===== src/rtl/cpd_pkg.sv =====
package cpd_pkg;
  typedef enum logic [1:0] {
    RATE_SLOW  = 2'b00,
    RATE_MID   = 2'b01,
    RATE_FAST  = 2'b10,
    RATE_STBY  = 2'b11
  } rate_mode_e;

  // Only the slowest rate uses the long filter; standby keeps the short one.
  function automatic logic use_long_filter(rate_mode_e m);
    return m == RATE_SLOW;
  endfunction
endpackage


===== src/rtl/cpd_sync.sv =====
module cpd_sync #(
  parameter int STAGES = 2
) (
  input  logic clk_i,
  input  logic rst_ni,
  input  logic d_i,
  output logic toggle_o
);
  logic [STAGES:0] sh_q;
  logic [STAGES:0] vld_q;

  always_ff @(posedge clk_i or negedge rst_ni) begin
    if (!rst_ni) begin
      sh_q  <= '0;
      vld_q <= '0;
    end else begin
      sh_q  <= {sh_q[STAGES-1:0], d_i};
      vld_q <= {vld_q[STAGES-1:0], 1'b1};
    end
  end

  // Mask the edge detector until every stage holds sampled data.
  assign toggle_o = vld_q[STAGES] & (sh_q[STAGES] ^ sh_q[STAGES-1]);
endmodule


===== src/rtl/cpd_presence.sv =====
module cpd_presence #(
  parameter int WIN = 32,
  localparam int WW = $clog2(WIN + 1)
) (
  input  logic clk_i,
  input  logic rst_ni,
  input  logic toggle_i,
  output logic present_o
);
  localparam logic [WW-1:0] WinMax = WIN[WW-1:0];

  logic [WW-1:0] age_q;

  always_ff @(posedge clk_i or negedge rst_ni) begin
    if (!rst_ni)              age_q <= WinMax;
    else if (toggle_i)        age_q <= '0;
    else if (age_q != WinMax) age_q <= age_q + 1'b1;
  end

  assign present_o = age_q != WinMax;


  edge_sets_present_chk: assert property (@(posedge clk_i) disable iff (!rst_ni)
    toggle_i |=> present_o);
endmodule


===== src/rtl/cpd_qualify.sv =====
module cpd_qualify #(
  parameter int CW = 8
) (
  input  logic          clk_i,
  input  logic          rst_ni,
  input  logic          present_i,
  input  logic [CW-1:0] lim_i,
  input  logic [CW-1:0] hold_i,
  output logic          qual_o
);
  logic          qual_q;
  logic [CW-1:0] run_q;

  always_ff @(posedge clk_i or negedge rst_ni) begin
    if (!rst_ni) begin
      qual_q <= 1'b0;
      run_q  <= '0;
    end else if (!qual_q) begin
      if (!present_i) begin
        run_q <= '0;
      end else if (run_q >= lim_i - 1'b1) begin
        qual_q <= 1'b1;
        run_q  <= '0;
      end else begin
        run_q <= run_q + 1'b1;
      end
    end else begin
      // Hold-off after carrier loss matches the qualify delay.
      if (present_i) begin
        run_q <= '0;
      end else if (run_q >= hold_i - 1'b1) begin
        qual_q <= 1'b0;
        run_q  <= '0;
      end else begin
        run_q <= run_q + 1'b1;
      end
    end
  end

  assign qual_o = qual_q;


  qual_needs_carrier_chk: assert property (@(posedge clk_i) disable iff (!rst_ni)
    $rose(qual_o) |-> $past(present_i));

  release_needs_quiet_chk: assert property (@(posedge clk_i) disable iff (!rst_ni)
    $fell(qual_o) |-> !$past(present_i));
endmodule


===== src/rtl/carrier_detect.sv =====
module carrier_detect #(
  parameter int CLK_KHZ     = 34816,
  parameter int CARRIER_KHZ = 2176,
  parameter int LONG_NS     = 4000,
  parameter int SHORT_NS    = 2000,
  parameter int SYNC_STAGES = 2
) (
  input  logic       clk_i,
  input  logic       rst_ni,
  input  logic       rx_slice_i,
  input  logic [1:0] rate_mode_i,
  input  logic       tx_mode_i,
  output logic       rx_data_o,
  output logic       rx_rise_o
);
  import cpd_pkg::*;

  localparam int LimLong  = CLK_KHZ * LONG_NS / 1000000;
  localparam int LimShort = CLK_KHZ * SHORT_NS / 1000000;
  localparam int Win      = 2 * CLK_KHZ / CARRIER_KHZ;
  localparam int CW       = $clog2(LimLong + 1);

  // LimShort must exceed Win so the hold-off stays positive.
  rate_mode_e    mode;
  logic [CW-1:0] lim;
  logic [CW-1:0] hold;
  logic          toggle;
  logic          present;
  logic          qual;
  logic          rx_next;
  logic          rx_q;
  logic          rise_q;

  assign mode = rate_mode_e'(rate_mode_i);

  always_comb begin
    lim  = use_long_filter(mode) ? LimLong[CW-1:0] : LimShort[CW-1:0];
    hold = lim - Win[CW-1:0];
  end

  cpd_sync #(.STAGES(SYNC_STAGES)) i_sync (
    .clk_i    (clk_i),
    .rst_ni   (rst_ni),
    .d_i      (rx_slice_i),
    .toggle_o (toggle)
  );

  cpd_presence #(.WIN(Win)) i_presence (
    .clk_i     (clk_i),
    .rst_ni    (rst_ni),
    .toggle_i  (toggle),
    .present_o (present)
  );

  cpd_qualify #(.CW(CW)) i_qualify (
    .clk_i     (clk_i),
    .rst_ni    (rst_ni),
    .present_i (present),
    .lim_i     (lim),
    .hold_i    (hold),
    .qual_o    (qual)
  );

  assign rx_next = !(qual && !tx_mode_i);

  always_ff @(posedge clk_i or negedge rst_ni) begin
    if (!rst_ni) begin
      rx_q   <= 1'b1;
      rise_q <= 1'b0;
    end else begin
      rx_q   <= rx_next;
      rise_q <= rx_next & ~rx_q;
    end
  end

  assign rx_data_o = rx_q;
  assign rx_rise_o = rise_q;


  tx_forces_high_chk: assert property (@(posedge clk_i) disable iff (!rst_ni)
    tx_mode_i |=> rx_data_o);

  idle_high_chk: assert property (@(posedge clk_i) disable iff (!rst_ni)
    !qual |=> rx_data_o);

  rise_single_chk: assert property (@(posedge clk_i) disable iff (!rst_ni)
    rx_rise_o |=> !rx_rise_o);

  rise_on_high_chk: assert property (@(posedge clk_i) disable iff (!rst_ni)
    rx_rise_o |-> (rx_data_o && !$past(rx_data_o)));
endmodule


===== config.mk =====
export PLATFORM = sky130hd
export DESIGN_NAME = carrier_detect
export DESIGN_NICKNAME = d
export VERILOG_FILES = /design/src/rtl/cpd_pkg.sv /design/src/rtl/cpd_sync.sv /design/src/rtl/cpd_presence.sv /design/src/rtl/cpd_qualify.sv /design/src/rtl/carrier_detect.sv
export SDC_FILE = /design/constraint.sdc
export NUM_CORES = 1
export LEC_CHECK = 0
export ABC_AREA = 1
export BUFFER_PORTS_ARGS = -buffer_cell sky130_fd_sc_hd__buf_2
export CORE_ASPECT_RATIO = 1.2
export CORE_MARGIN = 1.5
export CORE_UTILIZATION = 55
export DETAILED_ROUTE_END_ITERATION = 7
export PLACE_DENSITY = 0.73
export SYNTH_ARGS = -nofsm -noshare
export SYNTH_HDL_FRONTEND = slang
export SYNTH_HIERARCHICAL = 1
export SYNTH_SLANG_ARGS = --single-unit

===== constraint.sdc =====
create_clock -name clk_i -period 1.9 [get_ports clk_i]
set_clock_uncertainty 0.2 [all_clocks]
set_input_delay 0.38 -clock clk_i [delete_from_list [all_inputs] [get_ports clk_i]]
set_output_delay 0.38 -clock clk_i [all_outputs]
set_load 0.01 [all_outputs]

# ---- Word-level counts from Yosys, hierarchy flattened
# Index checks and enable logic that the tools add are counted.
dict set report classes {
  add_sub_neg 5
  order_cmp 2
  n_eq_ne 1
  n_mux 13
  n_bitwise 4
  n_reduce_logical 5
}
# op n
set ops {}
lappend ops {{two-way mux 8 bit} 6}
lappend ops {{greater-or-equal comparator 8 bit} 2}
lappend ops {{subtractor 8 x 1 -> 8 bit, second input constant} 2}
lappend ops {{two-way mux 6 bit} 2}
lappend ops {{adder 8 x 1 -> 8 bit, second input constant} 1}
lappend ops {{subtractor 8 x 6 -> 8 bit, second input constant} 1}
lappend ops {{adder 6 x 1 -> 6 bit, second input constant} 1}
lappend ops {{!= test 6 bit, second input constant} 1}
lappend ops {{two-way mux 1 bit} 5}
lappend ops {{AND 1 bit} 2}
lappend ops {{zero test 1 bit} 2}
lappend ops {{zero test 2 bit} 1}
lappend ops {{nonzero test 2 bit} 1}
lappend ops {{logical AND 1 bit} 1}
lappend ops {{inverter 1 bit} 1}
lappend ops {{XOR 1 bit} 1}
dict set report word_totals {
  ff_bits 23
  inputBits 6
  out_inout_bits 2
  word_cells 37
}

# ---- Depth between registers and ports, before layout
# Gate-level depths: netlist of run 1.
dict set report depth {
  word_depth 8
  mapped_depth 15
}

# ---- Modules after synthesis
# Netlist of run 1, hierarchy kept.
# mod n_inst cells_each area_each_um2 seq_area_each_um2
set by_module_without_submodules {}
lappend by_module_without_submodules {cpd_qualify 1 144 1101.1 225.2}
lappend by_module_without_submodules {cpd_presence 1 44 352.8 151.4}
lappend by_module_without_submodules {cpd_sync 1 11 168.9 150.1}
lappend by_module_without_submodules {carrier_detect 1 9 81.3 51.3}

# ---- Least setup slack after synthesis of run 1
# No wires, ideal clock.
dict set report synth_path {
  path_type {input-to-reg}
  startpoint {input port rate_mode_i[1]}
  endpoint {register i_qualify.run_q[0]}
  setup_time_ps 77
  arrival_time_ps 2081
  path_slack_ps -459
  stages 11
  n_path_buf 0
  cell_sequence {nor2_2 > inv_1 > xnor2_1 > ha_1 > nand2_1 > nor2_1 > nor2_1 > nand2_1 > nand2_1 > nand3_4 > a21oi_1}
}
dict set report synth_between {
  elab_chain_len 8
}
# item line_no
set synth_rtl {}
lappend synth_rtl {{start: declaration} carrier_detect.sv:11} ;# input logic [1:0] rate_mode_i,
lappend synth_rtl {{zero test 2 bit} cpd_pkg.sv:11} ;# return m == RATE_SLOW;
lappend synth_rtl {{two-way mux 8 bit} carrier_detect.sv:37} ;# lim = use_long_filter(mode) ? LimLong[CW-1:0] : LimShort[CW-1:0];
lappend synth_rtl {{subtractor 8 x 6 -> 8 bit} carrier_detect.sv:38} ;# hold = lim - Win[CW-1:0];
lappend synth_rtl {{net hold[2]} carrier_detect.sv:26} ;# logic [CW-1:0] hold;
lappend synth_rtl {{subtractor 8 x 1 -> 8 bit} cpd_qualify.sv:31} ;# end else if (run_q >= hold_i - 1'b1) begin
lappend synth_rtl {{greater-or-equal comparator 8 bit} cpd_qualify.sv:31}
lappend synth_rtl {{two-way mux 8 bit} cpd_qualify.sv:31}
lappend synth_rtl {{two-way mux 8 bit} cpd_qualify.sv:29} ;# if (present_i) begin
lappend synth_rtl {{two-way mux 8 bit} cpd_qualify.sv:18} ;# end else if (!qual_q) begin
lappend synth_rtl {{end signal: assignment} cpd_qualify.sv:25} ;# run_q <= run_q + 1'b1;
lappend synth_rtl {{end signal: assignment} cpd_qualify.sv:35} ;# run_q <= run_q + 1'b1;
lappend synth_rtl {{end: declaration} cpd_qualify.sv:12} ;# logic [CW-1:0] run_q;
# The timed path passes the listed nets, and every way through them passes these cells.
# A chain may end at the register's enable or synchronous reset.

# ---- Worst setup path in the final report of run 1
dict set report layout_path {
  startpoint {input port rate_mode_i[0]}
  endpoint {register i_qualify.run_q[0]}
}
# The elaborated chain is that of the path after synthesis.

==> impl_metrics.toml, run 1 <==
[setup_path]
slowest_delay_ns = 0.22
worst-setup-path-type = "in -> reg"
crit_start = "rate_mode_i[0]"
slowest_stage = "ha_4"
crit_top_cell = "nand2_2"
crit_chain = "buf_6 > nor2_4 > buf_6 > xor2_1 > inv_1 > ha_4 > nand2_2 > nand2_2 > nor2_1 > nand2_1 > nand2_2 > nand3_4 > a21oi_2"
r2r-start = "i_qualify/run_q[3]"
cp-end-kind = "flip-flop"
worstPathArrival_ns = 1.93
startpoint_type = "input pin"
path_max_fanout = 8
critical_path_required_ns = 1.94
regToRegSetupSlack_ns = 0.07

[clock_network]
cts_tree = "yes"
root_buffer = "clkbuf_4"
clk_path_buf_depth = 2
clkSinkCount = 23
clkTransAtPathRegs_ns = 0.12
cts_buffers = 3
cts.htree.levels = 1
clock_latency_ns = 0.30

[power_and_ir_drop]
p_switching_mw = 0.583
clkPwrFrac_pct = 14.6
switching_share_pct = 38.9
sequentialPowerShare_pct = 45.4
p_int_mw = 0.916
power_density_nw_per_um2 = 713
power_mw = 1.50
peakVddDrop_mv = 0.637
power.leakage_nw = 1.06
combPwrFrac_pct = 40.0

[yosys]
synthFlopType = "dfrtp_1"
synth_area_leaders = "dfrtp_1 31%, ha_1 15%, nand2_1 8.8%, inv_1 7.3%, xnor2_1 5.1%"
yosys_warnings = 6
synth.most_common_cell = "nand2_1"
synthCells = 208
synth_common_cells = "40 x nand2_1, 33 x inv_1, 22 x nor2_1"
synth_async_sr_flop_share_pct = 100
syn_area_sq_um = 1700
synth_cell_type_count = 25
yosysTopAreaCell = "dfrtp_1"
synth.top_cell.area_share_pct = 30.8
synth-seq-area-share_pct = 33.9
ys_ff_latch = 23
syn_avg_cell_area_sq_um = 8.19
synth_edf_count = 0

[final_layout]
antenna_cells = 0
drive_gt1_share_pct = 25.9
final_cell_count_no_fill = 277
area_growth_pct = 23.4
fillers = 223
nets = 271

[floorplanning]
die-area_sq_um = 3440
start_util_pct = 59.5
die_x_um = 53.8
die_y_um = 64.0
ios = 8
rows = 21
core_sq_um = 2860

[place]
gp_congestion = 0.763
port_buffers = 7
hpwl_um = 2210
placed_cells = 269

[global_route]
grt_pass1_vias = 1293
grt_pass1_wl_um = 5290
grt_start_max_net_pins = 24
grt_overflow = 0
antenna_found_initial = 0
grt_usage_pct = 20.4

[timing]
finalWorstPathRequiredPeriod_ns = 1.89
fmax_mhz = 528
finalSetupViolations = 0
rsz0062_at_grt = "yes"
hold_viol = 0
post-route-period-util_pct = 99.6
maxSlewViolCount = 0
fin_tns_setup_ns = 0

[drt]
first_iter_violations = 14
drc = 0
wl_per_cell_um = 10.8
vias = 1316
first_pass_iters = 4
via_per_inst = 4.75
wirelength_um = 2980
ant_nets = 0

[flow_run]
maxCapViolCount = 0

[outcome]
outcome = "finished clean"

[hold_path]
hold_path.startpoint = "tx_mode_i"
min_path_type = "in -> reg"
cell type report:
| cell class | count | area (sq um) | share of cell area, % |
|---|---|---|---|
| Tap cell | 34 | 42.5 | 2.02 |
| Timing Repair Buffer | 17 | 135 | 6.42 |
| Clock inverter | 1 | 7.51 | 0.357 |
| Clock buffer | 3 | 22.5 | 1.07 |
| Inverter | 34 | 128 | 6.07 |
| Multi-Input combinational cell | 165 | 1190 | 56.6 |
| Sequential cell | 23 | 578 | 27.5 |
timing repair:
action	4_1_cts	5_1_grt
endpoints found under the setup margin	9	9
resized for setup	18	8
setup buffers	2	0
endpoints found under the hold margin	22	0
pin swaps	21	13
hold buffers	2	0
layout by cell type, fill, tap and decap left out:
| master | count |
|---|---|
| buf_4 | 6 |
| nand4_1 | 2 |
| buf_6 | 4 |
| clkinvlp_4 | 1 |
| nand3_4 | 2 |
| nor3_1 | 2 |
| nand3_2 | 2 |
| xnor2_1 | 8 |
| ha_1 | 15 |
| a21o_1 | 1 |
| nor2_4 | 3 |
| xor2_1 | 10 |
| dlygate4sd3_1 | 2 |
| nor2_1 | 20 |
| o21ai_1 | 1 |
| nand3_1 | 8 |
| o21a_1 | 1 |
| inv_1 | 31 |
| buf_2 | 5 |
| nor2_2 | 3 |
| ha_4 | 6 |
| dfstp_2 | 2 |
| nand2_2 | 8 |
| xnor2_2 | 2 |
| a21oi_2 | 9 |
| dfrtp_1 | 21 |
| nor3_2 | 4 |
| clkbuf_4 | 3 |
| a21oi_1 | 5 |
| o21bai_1 | 1 |
| nand2_1 | 35 |
| conb_1 | 17 |
| inv_2 | 3 |
sequential cells by signal (all words and copies together), names as in the netlist:
register,flops
i_qualify/qual_o,1
i_qualify/run_q,8
rx_rise_o,1
rx_data_o,1
i_presence/age_q,6
i_sync/vld_q,3
i_sync/sh_q,3
metal layers:
metal / GRT usage [%] / up-vias / part of all wire, %
li1: - / 704 / -
met1: 25.1 / 601 / 44
met2: 37.3 / 9 / 55
met3: 0.701 / 2 / 0.91
met4: 5.77 / 0 / 0.67
met5: 0 / - / 0
power by group through the flow:
stage               Sequential (mW)  Clock (mW)  Combinational (mW)
detailed placement            0.681           0               0.504
global placement              0.682           0               0.494
finish                        0.681       0.219               0.599
CTS                           0.681       0.231               0.582
global route                  0.696       0.252               0.699
floorplan                     0.666           0               0.397
worst max-delay path, delay by kind of cell:
family / cells / cell delay [ns]
fa+ha+maj: 1 / 0.22
xor+xnor: 1 / 0.15
buf+inv: 3 / 0.34
compound gates: 1 / 0.16
simple gates: 7 / 0.67
metrics by stage:
step / hold slack, ns / cell area [sq um] / util (%) / worst slack [ns]
2_1_floorplan: -0.116 / 1760 / - / -0.201
3_3_place_gp: 0.133 / 1890 / 65.9 / -0.303
3_5_place_dp: 0.136 / 1890 / 65.9 / -0.392
4_1_cts: 0.0516 / 2070 / 72.3 / -0.00873
5_1_grt: 0.0529 / 2100 / 73.4 / -0.0921
6_report: 0.0626 / 2100 / 73.4 / 0.00707
kinds of logic after synthesis:
kind of cell | after synthesis | share of synthesized area, %
simple gates | 89 | 26.1
compound gates | 18 | 6.17
xor+xnor | 20 | 10.3
other cells | 3 | 0.661
fa+ha+maj | 21 | 15.4
buf+inv | 34 | 7.49
flops | 23 | 33.9
path summary, 6_finish.rpt:
path / cells past startpoint / endpoint
max: 13 / i_qualify/run_q[0]
min: 3 / rx_data_o
max reg2reg: 8 / i_qualify/run_q[2]
min reg2reg: 0 / i_sync/vld_q[2]
max in group asynchronous: 2 / i_presence/age_q[5]
min in group asynchronous: 2 / i_qualify/qual_o
No activity file was read; power rests on OpenSTA's default activity.
==> run 2, diff against run 1 <==
==> constraint.sdc (replaced) <==
create_clock -name clk_i -period 2 [get_ports clk_i]
set_clock_uncertainty 0.2 [all_clocks]
set_input_delay 0.4 -clock clk_i [delete_from_list [all_inputs] [get_ports clk_i]]
set_output_delay 0.4 -clock clk_i [all_outputs]
set_load 0.01 [all_outputs]
==> impl_metrics.toml, run 2 (synthesis results as in run 1) <==
[place]
gp_congestion = 0.766
port_buffers = 7
hpwl_um = 2230
placed_cells = 268

[setup_path]
worstPathArrival_ns = 1.94
slowest_delay_ns = 0.26
path_max_fanout = 7
crit_top_cell = "nand2_1"
crit_chain = "buf_2 > nor2_4 > buf_6 > xor2_1 > inv_1 > ha_1 > nand2_1 > nor2_1 > nand2_2 > nand2_1 > nand2_1 > nand2_1 > nand2_1"
cp-end-kind = "flip-flop"
endpoint = "i_qualify/qual_o"
slowest_stage = "ha_1"
cp_num_cells = 13
cp_top_family = "simple AND/OR/NAND/NOR gates"
regToRegSetupSlack_ns = 0.18
r2r_end = "i_qualify/run_q[3]"
worst-setup-path-type = "in -> reg"
startpoint_type = "input pin"
crit_start = "rate_mode_i[1]"
critical_path_required_ns = 2.00
cp.buffers_inverters = 3
r2r-start = "i_qualify/run_q[3]"
rr_worst_depth = 8

[drt]
vias = 1313
first_pass_iters = 4
drc = 0
ant_nets = 0
first_iter_violations = 16
wirelength_um = 2980
wl_per_cell_um = 10.9
via_per_inst = 4.79

[clock_network]
clkTransAtPathRegs_ns = 0.12
clkSinkCount = 23
cts_tree = "yes"
root_buffer = "clkbuf_4"
cts.htree.levels = 1
clk_path_buf_depth = 2
clock_latency_ns = 0.30
cts_buffers = 3

[global_route]
grt_pass1_wl_um = 4910
grt_overflow = 0
grt_pass1_vias = 1240
grt_usage_pct = 19.0
antenna_found_initial = 0
grt_start_max_net_pins = 24

[timing]
finalWorstPathRequiredPeriod_ns = 1.94
maxSlewViolCount = 0
hold_viol = 0
fmax_mhz = 516
finalSetupViolations = 0
rsz0062_at_grt = "yes"
post-route-period-util_pct = 96.8

[power_and_ir_drop]
peakVddDrop_mv = 0.605
power_density_nw_per_um2 = 685
power.leakage_nw = 1.04

[final_layout]
top_register = "i_qualify/run_q"
drive_gt1_share_pct = 23.8
largest_register_ffs = 8
final_cell_count_no_fill = 274
reg_top3 = "i_qualify/run_q: 8 flops, i_presence/age_q: 6 flops"
antenna_cells = 0
final_common_cell = "nand2_1"
fin_util_pct = 71.9
nets = 268
mostFrequentLayoutCells = "37 x nand2_1, 32 x inv_1, 21 x dfrtp_1"
area_growth_pct = 20.9

[floorplanning]
core_sq_um = 2860
die-area_sq_um = 3440
die_y_um = 64.0
die_x_um = 53.8
ios = 8
start_util_pct = 59.5
rows = 21

[hold_path]
hold_path.startpoint = "tx_mode_i"
min_path_type = "in -> reg"

[flow_run]
maxCapViolCount = 0

[outcome]
outcome = "finished clean"
==> run 2: changes by cell type in the layout (fill, tap and decap cells not counted) <==
| cell | before | now |
|---|---|---|
| buf_6 | 4 | 1 |
| nand2_1 | 35 | 37 |
| buf_2 | 5 | 7 |
| buf_4 | 6 | 4 |
| inv_2 | 3 | 2 |
| inv_1 | 31 | 32 |
| nand2_2 | 8 | 6 |
==> run 2: power by group <==
part / internal (mW) / switching, mW
sequential: 0.546 / 0.100
combinational: 0.241 / 0.317
clock: 0.0761 / 0.130
total: 0.863 / 0.547
==> run 2: worst min-delay path by stage <==
stage	to	slack, ns	cells after the start
3_3_place_gp	i_sync/sh_q[1]	0.13	0
2_1_floorplan	i_presence/age_q[0]	-0.1	0
6_report	rx_data_o	0.08	3
4_1_cts	rx_data_o	0.07	3
5_1_grt	rx_data_o	0.08	3
3_5_place_dp	i_sync/vld_q[1]	0.14	0
==> run 2: per-stage QoR <==
stage	hold WS (ns)	worst slack [ns]	instance area (sq um)	setup TNS (ns)	total power, mW
after floorplan	-0.0956	-0.121	1760	-1.03	1.01
after global placement	0.133	-0.224	1880	-1.97	1.12
after detailed placement	0.136	-0.298	1880	-2.44	1.13
after CTS	0.0687	0.0288	1930	0	1.35
after global routing	0.0779	-0.00913	2060	-0.0137	1.55
final	0.0823	0.0632	2060	0	1.41
==> run 2: tightest hold or removal path: cells and delay by family <==
kind	cells	cell delay [ns]
buffers and inverters	2	0.11
and+or+nand+nor	1	0.05
==> run 2: timing repair <==
item / in CTS / in global routing
setup endpoints to repair: 0 / 9
hold buffers: 2 / 0
hold endpoints to repair: 22 / 0
resized for setup: 0 / 20
setup buffers: 0 / 0
==> run 2: routing by layer <==
layer  GRT usage (%)  wire, um  vias up
li1                -         -      702
met1            22.9      1230      594
met5               0         0        -
met4            8.01        28        0
met2            33.7      1680       13
met3            1.17        46        4
==> run 2: area by class of cell <==
class | instances | area, sq um
multi-input combinational | 165 | 1180
fill | 236 | 805
sequential | 23 | 578
inverter | 34 | 128
timing repair buffer | 14 | 96.3
tap | 34 | 42.5
clock buffer | 3 | 22.5
clock inverter | 1 | 7.51
==> run 3, diff against run 2 <==
--- a/config.mk
+++ b/config.mk
@@ -9,9 +9,9 @@
 export BUFFER_PORTS_ARGS = -buffer_cell sky130_fd_sc_hd__buf_2
 export CORE_ASPECT_RATIO = 1.2
 export CORE_MARGIN = 1.5
-export CORE_UTILIZATION = 55
+export CORE_UTILIZATION = 45
 export DETAILED_ROUTE_END_ITERATION = 7
-export PLACE_DENSITY = 0.73
+export RECOVER_POWER = 100
 export SYNTH_ARGS = -nofsm -noshare
 export SYNTH_HDL_FRONTEND = slang
 export SYNTH_HIERARCHICAL = 1
==> impl_metrics.toml, run 3 (synthesis results as in run 1) <==
[place]
gp_congestion = 0.773
placed_cells = 283
place_ws_ns = -0.321
hpwl_um = 2210
placed_area_sq_um = 1880
port_buffers = 7

[final_layout]
drive_gt1_share_pct = 23.3
top_register = "i_qualify/run_q"
antenna_cells = 0
stdcell_area_sq_um = 2110
mostFrequentLayoutCells = "37 x nand2_1, 31 x inv_1, 21 x nor2_1, 21 x dfrtp_1, 17 x conb_1"
regArea_sq_um = 578
final_cell_count_no_fill = 292
fillers = 331
multiInputGateArea_sq_um = 1190
area_growth_pct = 24.1
reg_top3 = "i_qualify/run_q: 8 flops, i_presence/age_q: 6 flops"
largest_register_ffs = 8
final_common_cell = "nand2_1"
nets = 268

[setup_path]
startpoint_type = "input pin"
worstPathArrival_ns = 1.94
path_max_fanout = 8
cp-end-kind = "flip-flop"
worst-setup-path-type = "in -> reg"
critical_path_required_ns = 1.99

[global_route]
antenna_found_initial = 0
grt_usage_pct = 14.6
grt_pass1_wl_um = 4810
grt_pass1_vias = 1093
grt_start_max_net_pins = 24
grt_overflow = 0

[timing]
setup_ws_ns = 0.0552
finalSetupViolations = 0
maxSlewViolCount = 0
max_slew.worst_pin.slew_ns = 0.550
fin_tns_setup_ns = 0
finalWorstPathRequiredPeriod_ns = 1.94
rsz0062_at_grt = "yes"
hold_viol = 0
post-route-period-util_pct = 97.2
fmax_mhz = 514
maxSlewHeadroom_pct = 63.4

[drt]
first_pass_iters = 4
wl_per_cell_um = 10.1
vias = 1308
first_iter_violations = 34
wirelength_um = 2950
ant_nets = 0
drc = 0
via_per_inst = 4.48

[clock_network]
clkSinkCount = 23
root_buffer = "clkbuf_8"
cts_buffers = 3
cts.htree.levels = 1
clk_path_buf_depth = 2
cts_tree = "yes"
clkTransAtPathRegs_ns = 0.08
clock_latency_ns = 0.26

[floorplanning]
start_util_pct = 46.9
die-area_sq_um = 4170
ios = 8
die_y_um = 70.4
die_x_um = 59.2
rows = 24
core_sq_um = 3630

[power_and_ir_drop]
p_switching_mw = 0.565
combPwrFrac_pct = 37.2
power_density_nw_per_um2 = 705
p_int_mw = 0.926
power_mw = 1.49
clkPwrFrac_pct = 19.4
peakVddDrop_mv = 0.367
power.leakage_nw = 1.05
sequentialPowerShare_pct = 43.4
switching_share_pct = 37.9

[flow_run]
maxCapViolCount = 0

[outcome]
outcome = "finished clean"

[hold_path]
min_path_type = "in -> reg"
run 3: cell types whose count changed in the layout (fill, tap and decap cells not counted), moves of 2 or more:
cell      change
clkbuf_1      +2
clkbuf_8      +3
clkbuf_4      -3
buf_2         -5
run 3: worst paths after layout:
path	start	endpoint	slack, ns	depth (start not counted)
setup / recovery	rate_mode_i[0]	i_qualify/run_q[1]	0.06	9
hold / removal	rx_slice_i	i_sync/sh_q[0]	0.04	1
setup reg to reg	i_qualify/run_q[3]	i_qualify/run_q[1]	0.18	8
hold reg to reg	i_sync/vld_q[1]	i_sync/vld_q[2]	0.15	0
max in group asynchronous	rst_ni	i_presence/age_q[5]	0.77	2
min in group asynchronous	rst_ni	i_presence/age_q[2]	0.45	2
run 3: routing by layer:
| layer | up-vias | track usage, % | wire length [um] |
|---|---|---|---|
| met4 | 0 | 1.52 | 0 |
| met1 | 596 | 22.3 | 1540 |
| met5 | - | 0 | 0 |
| met3 | 0 | 3.33 | 32 |
| met2 | 11 | 21.7 | 1370 |
| li1 | 701 | - | - |
run 3: power groups by stage:
stage,Combinational (mW),Clock (mW),Sequential (mW)
global placement,0.472,0,0.648
global route,0.643,0.318,0.658
CTS,0.483,0.305,0.637
finish,0.555,0.290,0.647
detailed placement,0.475,0,0.647
floorplan,0.377,0,0.633
run 3: area by class of cell:
cell class	instances	share of cell area [%]
clock buffer	3	1.95
clock inverter	1	0.355
inverter	34	6.15
multi-input combinational	166	56.4
sequential	23	27.3
tap	52	3.08
timing repair buffer	13	4.73
run 3: repair_timing:
item                                   4_1_cts  5_1_grt
pin swaps                                    1       15
hold buffers                                 1        0
setup endpoints to repair                    8        9
endpoints found under the hold margin       21        0
buffers inserted                             1        2
cloned                                       1        0
gates resized for setup                      0       27
run 3: worst max-delay path, cell delays in order:
cell,delay [ns]
buf_8,0.10
nor2_4,0.20
buf_6,0.17
xnor2_2,0.06
ha_1,0.32
a21oi_2,0.13
o21a_1,0.21
nand3_4,0.17
a21oi_2,0.18
run 3: metrics by stage:
| stage | util (%) | hold WS, ns |
|---|---|---|
| floorplan | - | -0.0956 |
| global placement | 51.7 | 0.132 |
| detailed placement | 51.7 | 0.135 |
| CTS | 53.7 | 0.0344 |
| global route | 58.2 | 0.0285 |
| finish | 58.2 | 0.0424 |
